==> src/rtl/dacc_pkg.sv <==
package dacc_pkg;
    typedef enum logic {
        SRC_DIRECT = 1'b0,
        SRC_TONE   = 1'b1
    } src_state_t;

    typedef enum logic [1:0] {
        INV_NONE = 2'b00,
        INV_ALL  = 2'b01,
        INV_MSB  = 2'b10,
        INV_LOW  = 2'b11
    } inv_mode_t;
endpackage

==> src/rtl/dacc_scale_offset.sv <==
module dacc_scale_offset #(
    parameter int DW      = 8,
    parameter int SCALE_W = 2
) (
    input  logic [DW-1:0]      sample,
    input  logic [SCALE_W-1:0] shift,
    input  logic [DW-1:0]      offset,
    output logic [DW-1:0]      level
);
    logic signed [DW-1:0] shifted;

    // signed view of the sample, floor-rounding shift
    assign shifted = $signed(sample) >>> shift;
    // modulo 2^DW addition
    assign level   = $unsigned(shifted) + offset;
endmodule

==> src/rtl/dacc_invert.sv <==
module dacc_invert
    import dacc_pkg::*;
#(
    parameter int DW = 8
) (
    input  logic [DW-1:0] din,
    input  logic [1:0]    mode,
    output logic [DW-1:0] dout
);
    localparam logic [DW-1:0] MSB_MASK = {1'b1, {(DW-1){1'b0}}};
    localparam logic [DW-1:0] LOW_MASK = {1'b0, {(DW-1){1'b1}}};

    logic [DW-1:0] mask;

    always_comb begin
        unique case (inv_mode_t'(mode))
            INV_NONE: mask = '0;
            INV_ALL:  mask = '1;
            INV_MSB:  mask = MSB_MASK;
            INV_LOW:  mask = LOW_MASK;
            default:  mask = '0;
        endcase
    end

    assign dout = din ^ mask;
endmodule

==> src/rtl/dac_chan_cond.sv <==
module dac_chan_cond
    import dacc_pkg::*;
#(
    parameter int DW      = 8,
    parameter int SCALE_W = 2
) (
    input  logic               clk,
    input  logic               rst_n,
    input  logic               tone_sel,
    input  logic               sample_valid,
    input  logic [DW-1:0]      cos_sample,
    input  logic [DW-1:0]      direct_code,
    input  logic [SCALE_W-1:0] scale_sel,
    input  logic [DW-1:0]      dc_offset,
    input  logic [1:0]         inv_mode,
    output logic [DW-1:0]      dac_code
);
    src_state_t    state, next_state;
    logic [DW-1:0] level;
    logic [DW-1:0] tone_code;

    dacc_scale_offset #(.DW(DW), .SCALE_W(SCALE_W)) i_scale (
        .sample (cos_sample),
        .shift  (scale_sel),
        .offset (dc_offset),
        .level  (level)
    );

    dacc_invert #(.DW(DW)) i_inv (
        .din  (level),
        .mode (inv_mode),
        .dout (tone_code)
    );

    // next-state: DIRECT_TO_TONE / TONE_TO_DIRECT follow tone_sel
    always_comb begin
        unique case (state)
            SRC_DIRECT: next_state = tone_sel ? SRC_TONE : SRC_DIRECT;
            SRC_TONE:   next_state = tone_sel ? SRC_TONE : SRC_DIRECT;
            default:    next_state = SRC_DIRECT;
        endcase
    end

    always_ff @(posedge clk or negedge rst_n) begin
        if (!rst_n) state <= SRC_DIRECT;
        else        state <= next_state;
    end

    always_ff @(posedge clk or negedge rst_n) begin
        if (!rst_n) begin
            dac_code <= '0;
        end else begin
            unique case (next_state)
                SRC_DIRECT: dac_code <= direct_code;
                SRC_TONE:   if (sample_valid) dac_code <= tone_code;
                default:    dac_code <= '0;
            endcase
        end
    end
endmodule

==> config.mk <==
export PLATFORM = sky130hd
export DESIGN_NAME = dac_chan_cond
export DESIGN_NICKNAME = d
export VERILOG_FILES = /design/src/rtl/dacc_pkg.sv /design/src/rtl/dacc_scale_offset.sv /design/src/rtl/dacc_invert.sv /design/src/rtl/dac_chan_cond.sv
export SDC_FILE = /design/constraint.sdc
export NUM_CORES = 1
export LEC_CHECK = 0
export ABC_AREA = 1
export CAP_MARGIN = 20
export CORE_ASPECT_RATIO = 0.5
export CORE_UTILIZATION = 40
export CTS_CLUSTER_SIZE = 16
export DETAILED_ROUTE_END_ITERATION = 10
export DONT_BUFFER_PORTS = 1
export PLACE_DENSITY = 0.57
export SLEW_MARGIN = 40
export SYNTH_ARGS = -nofsm -noshare
export SYNTH_HDL_FRONTEND = slang
export SYNTH_HIERARCHICAL = 1
export SYNTH_SLANG_ARGS = --single-unit
==> constraint.sdc <==
create_clock -name clk -period 1.1 [get_ports clk]
set_input_delay 0.11 -clock clk [delete_from_list [all_inputs] [get_ports clk]]
set_output_delay 0.11 -clock clk [all_outputs]
set_load 0.05 [all_outputs]
### After elaboration in Yosys (flattened, before gate mapping)

Cells that the tools add are included.
W data, S select, Z words.

* add/subtract/negate cells: 1
* equality and inequality tests: 4
* shift-type cells: 1
* multiplexer cells: 4
* bitwise gates (word level): 2
* reduce and logical (&&, ||, !) cells: 1

Operators by type and width (number)
* $pmux W8 S4: 1
* $pmux W8 S2: 1
* $add A8 B8 Y8: 1
* $mux W8: 1
* $sshr A8 B2 Y8: 1
* $xor A8 B8 Y8: 1
* $eq A2 B2 Y1 const B: 2
* $eq A2 B1 Y1 const B: 1
* $logic_not A2 Y1: 1
* $ne A2 B2 Y1 const B: 1
* $mux W1: 1
* $not A1 Y1: 1

* register bits: 8
* output and inout port bits: 8
* word-level logic and storage cells: 14

### Depth between registers and ports, before layout

* word-level depth: 5
* depth in mapped cells: 19

### Modules after synthesis

The synthesis kept the hierarchy.

Modules (own cells, without submodules)
* dacc_scale_offset: instances 1, cells each 89, area an instance 511.7 µm², seq. area each 0.0 µm²
* dac_chan_cond: instances 1, cells each 45, area an instance 391.6 µm², seq. area each 200.2 µm²
* dacc_invert: instances 1, cells each 33, area an instance 162.7 µm², seq. area each 0.0 µm²

### Least setup slack after synthesis

No wires, ideal clock.

* kind: input to register
* from: input port scale_sel[0]
* to: register dac_code[6]
* library setup time: 0.127 ns
* arrival: 1.737 ns
* data required time: 0.973 ns
* slack: -0.763 ns
* stages on the path: 18
* path buffers: 1
* cell sequence: buf_6 > mux2i_1 > o21ai_1 > ha_1 > inv_1 > fa_1 > inv_1 > nand2_1 > nand2_1 > nand3_1 > nand2_1 > nand2_1 > nand2_1 > inv_1 > o21ai_0 > nand2_1 > nand3_1 > nand3_1

* cells in the longest elaborated chain, start to end: 5

RTL lines
* from (decl): line dac_chan_cond.sv:13 `input logic [SCALE_W-1:0] scale_sel,`
* $sshr A8 B2 Y8: line dacc_scale_offset.sv:13 `assign shifted = $signed(sample) >>> shift;`
* $add A8 B8 Y8: line dacc_scale_offset.sv:15 `assign level = $unsigned(shifted) + offset;`
* via level[6]: line dac_chan_cond.sv:19 `logic [DW-1:0] level;`
* $xor A8 B8 Y8: line dacc_invert.sv:25 `assign dout = din ^ mask;`
* via tone_code[6]: line dac_chan_cond.sv:20 `logic [DW-1:0] tone_code;`
* $mux W8: line dac_chan_cond.sv:55 `SRC_TONE: if (sample_valid) dac_code <= tone_code;`
* $pmux W8 S2: line dac_chan_cond.sv:53 `unique case (next_state)`
* to (signal assigned): line dac_chan_cond.sv:54 `SRC_DIRECT: dac_code <= direct_code;`
* to (signal assigned): line dac_chan_cond.sv:55
* to (decl): line dac_chan_cond.sv:16 `output logic [DW-1:0] dac_code`

The timed path passes the listed nets, and every way through them passes these cells. The select of a mux whose other input is x is not followed.
A chain may end at the register's enable or synchronous reset.

### Final worst setup path

* from: input port scale_sel[0]
* to: register dac_code[4]

The elaborated chain is that of the path after synthesis.

==> impl_results.md <==
* Status: finished, violations left
* Synth Flop Type: dfrtp_1
* Drt total wl at 2200 um
* Switching share of power at 0.402
* CTS tree: done
* Hold Path Origin: direct_code[0]
* Initial Util at 0.452
* Library cells used by synthesis at 25
* Setup ws final at -0.516 ns
* Share of layout cells above drive strength 1 at 0.297
* Largest net degree at the start of global routing at 18
* Nets at 229
* Die height at 38.5 um
* Fin. Hold Viols at 0
* Worst Hold End: dac_code[0]
* RSZ-0062 raised after global routing: true
* WL/cell at 10.0 um
* Largest regs: dac_code: 8 flops
* Hpwl dp at 1820 um
* Setup Crit Path Kind: in -> reg
* Ys async rst share at 1.00
* Seq pwr share at 0.229
* Crit start category: primary input
* Sw power at 0.000625 W
* Most frequent cells in the layout: nand2_1, nand3_1, inv_1, buf_4, o21ai_1
* Detailed Route Iter0 Violations at 48
* Clk_skew at 0 ns
* Failing checks: setup timing
* Crit. End Element: flip-flop
* Rows at 12
* Final Max Slew Viols at 0
* PortBufs at 0
* TritonCTS Sinks at 8
* Pwr dens at 1170 nW/um2
* Seq/Total Area, Yosys at 0.188
* EDFF count, synth at 0
* Die area at 2890 um2
* Max-cap violations at 0
* TritonCTS Buffers at 3
* Max reg flops at 8
* Syn. warnings at 6
* Worst-path clk slew at 0.04 ns
* Gr ovfl total at 0
* R2r startpoint: dac_code[7]
* Clock power frac at 0.222
* Synthesized instance count at 167
* Mapped Area at 1070 um2
* Syn Nets at 209
* Slew margin rel. at 0.757
* Util after Layout at 0.565
* GR Util All Layers at 0.171
* Overall Power at 0.00156 W
* Slew @ Worst Pin at 0.363 ns
* DRT Pass-1 Iters at 4
* WP data required at 1.21 ns
* Reg with most FFs: dac_code
* Pre-CTS WS at -0.776 ns
* Core area at 2360 um2
* Final Wtd Congestion at 0.755
* CP max FO at 13
* Hold Path Stages at 2
* Worst hold path class: in -> reg
* Tcrit/Tclk final at 1.47
* Worst vdd ir at 0.449 mV
* Root buf cell: clkbuf_8
* Residual DRC at 0
* Post-synthesis register bit count at 8
* Vias per cell at 4.69
* CTS H-tree lvls at 1
* F_max at 619 MHz
* Area Growth Syn to Fin at 25.0%
* Fin crit period at 1.62 ns
* Critical Path AT at 1.73 ns
* Clock Path Buffers at 2
* Commonest non-fill, non-tap cell in the layout: nand2_1
* R2r worst-path depth at 2
* Clock Latency Late Sink at 0.22 ns
* Leakage at 0.719 nW
* Post-route ant nets at 0
* Antenna cells at 0
* Vias at 1,031
* Int Pwr at 0.000931 W
* Mean Syn Cell Area at 6.38 um2
* First-pass GRT wire length at 3680 um
* Worst R2R Setup Slack at 0.45 ns
* Number of global-route vias before repair at 869
* TNS Setup at -2.95 ns
* Logic gate share of total power at 0.549
* IO Count at 40
* Final setup fails at 7
* Die span in x at 75.0 um
* Critical R2R Capture: dac_code[7]
* Initial antenna violation count at 0
[worst max path at each step]
stage	startpoint	end	slack (ns)	cells past startpoint
after global routing	scale_sel[0]	dac_code[6]	-0.67	17
after detailed placement	scale_sel[0]	dac_code[4]	-0.78	15
after global placement	scale_sel[0]	dac_code[4]	-0.71	15
after CTS	scale_sel[0]	dac_code[4]	-0.51	15
final	scale_sel[0]	dac_code[4]	-0.52	15
after floorplan	scale_sel[0]	dac_code[6]	-0.71	18
[kinds of logic after synthesis]
group,Yosys count,synth area share
AO/OA/AOI/OAI,21,0.108
XOR/XNOR,5,0.0411
adder cells (fa/ha/maj),10,0.124
buffers and inverters,31,0.137
flip-flops,8,0.188
multiplexers,2,0.0188
AND/OR/NAND/NOR,90,0.383
[critical path: stages]
cell     delay (ns)
mux2i_4        0.17
o21ai_2        0.14
ha_2           0.20
inv_2          0.04
fa_2           0.36
inv_2          0.06
nand2_2        0.04
nand2_2        0.07
nand2_2        0.06
xnor2_2        0.16
inv_1          0.05
o21ai_1        0.06
nand2_1        0.09
nand3_2        0.07
nand3_2        0.05
[routing by layer]
| layer | vias to the layer above | GRT usage | part of all wire |
|---|---|---|---|
| li1 | 573 | - | - |
| met1 | 428 | 0.223 | 0.50 |
| met2 | 30 | 0.268 | 0.40 |
| met3 | 0 | 0.0526 | 0.092 |
| met4 | 0 | 0.0566 | 0 |
| met5 | - | 0 | 0 |
[power groups by stage]
| stage | clock network [W] | logic (W) | registers (W) |
|---|---|---|---|
| 3_5_place_dp | 0 | 0.000789 | 0.000360 |
| 5_1_grt | 0.000374 | 0.000960 | 0.000360 |
| 3_3_place_gp | 0 | 0.000779 | 0.000361 |
| 6_report | 0.000346 | 0.000853 | 0.000356 |
| 2_1_floorplan | 0 | 0.000479 | 0.000499 |
| 4_1_cts | 0.000358 | 0.000811 | 0.000356 |
[layout make-up]
cell class | instances | area, um2
Timing Repair Buffer | 19 | 145
Inverter | 27 | 101
Multi-Input combinational cell | 128 | 801
Tap cell | 35 | 43.8
Clock buffer | 3 | 41.3
Fill cell | 255 | 1020
Sequential cell | 8 | 200
[metrics by stage]
stage / hold WS (ns) / instance area, um2 / std cells
finish: 0.0194 / 1330 / 220
global route: 0.0215 / 1330 / 220
CTS: 0.0144 / 1260 / 219
detailed placement: -0.185 / 1200 / 215
global placement: -0.185 / 1200 / 215
floorplan: -0.186 / 1080 / 167
[synthesized netlist by cell type, types with 3 or more instances]
| cell type | count | area, um2 |
|---|---|---|
| buf_6 | 4 | 45.0 |
| dfrtp_1 | 8 | 200 |
| ha_1 | 9 | 113 |
| inv_1 | 22 | 82.6 |
| inv_2 | 4 | 15.0 |
| nand2_1 | 50 | 188 |
| nand2_2 | 3 | 18.8 |
| nand3_1 | 28 | 140 |
| nor2_1 | 3 | 11.3 |
| o21ai_0 | 8 | 40.0 |
| o21ai_1 | 8 | 40.0 |
| xnor2_1 | 5 | 43.8 |
[timing repair]
action / CTS / global route
gates cloned: 0 / 0
endpoints found under the hold margin: 8 / 0
pin swaps: 0 / 16
buffers inserted: 0 / 1
endpoints found under the setup margin: 7 / 8
gates resized for setup: 1 / 19
hold buffers: 1 / 0
Power figures use the tool's default switching activity.
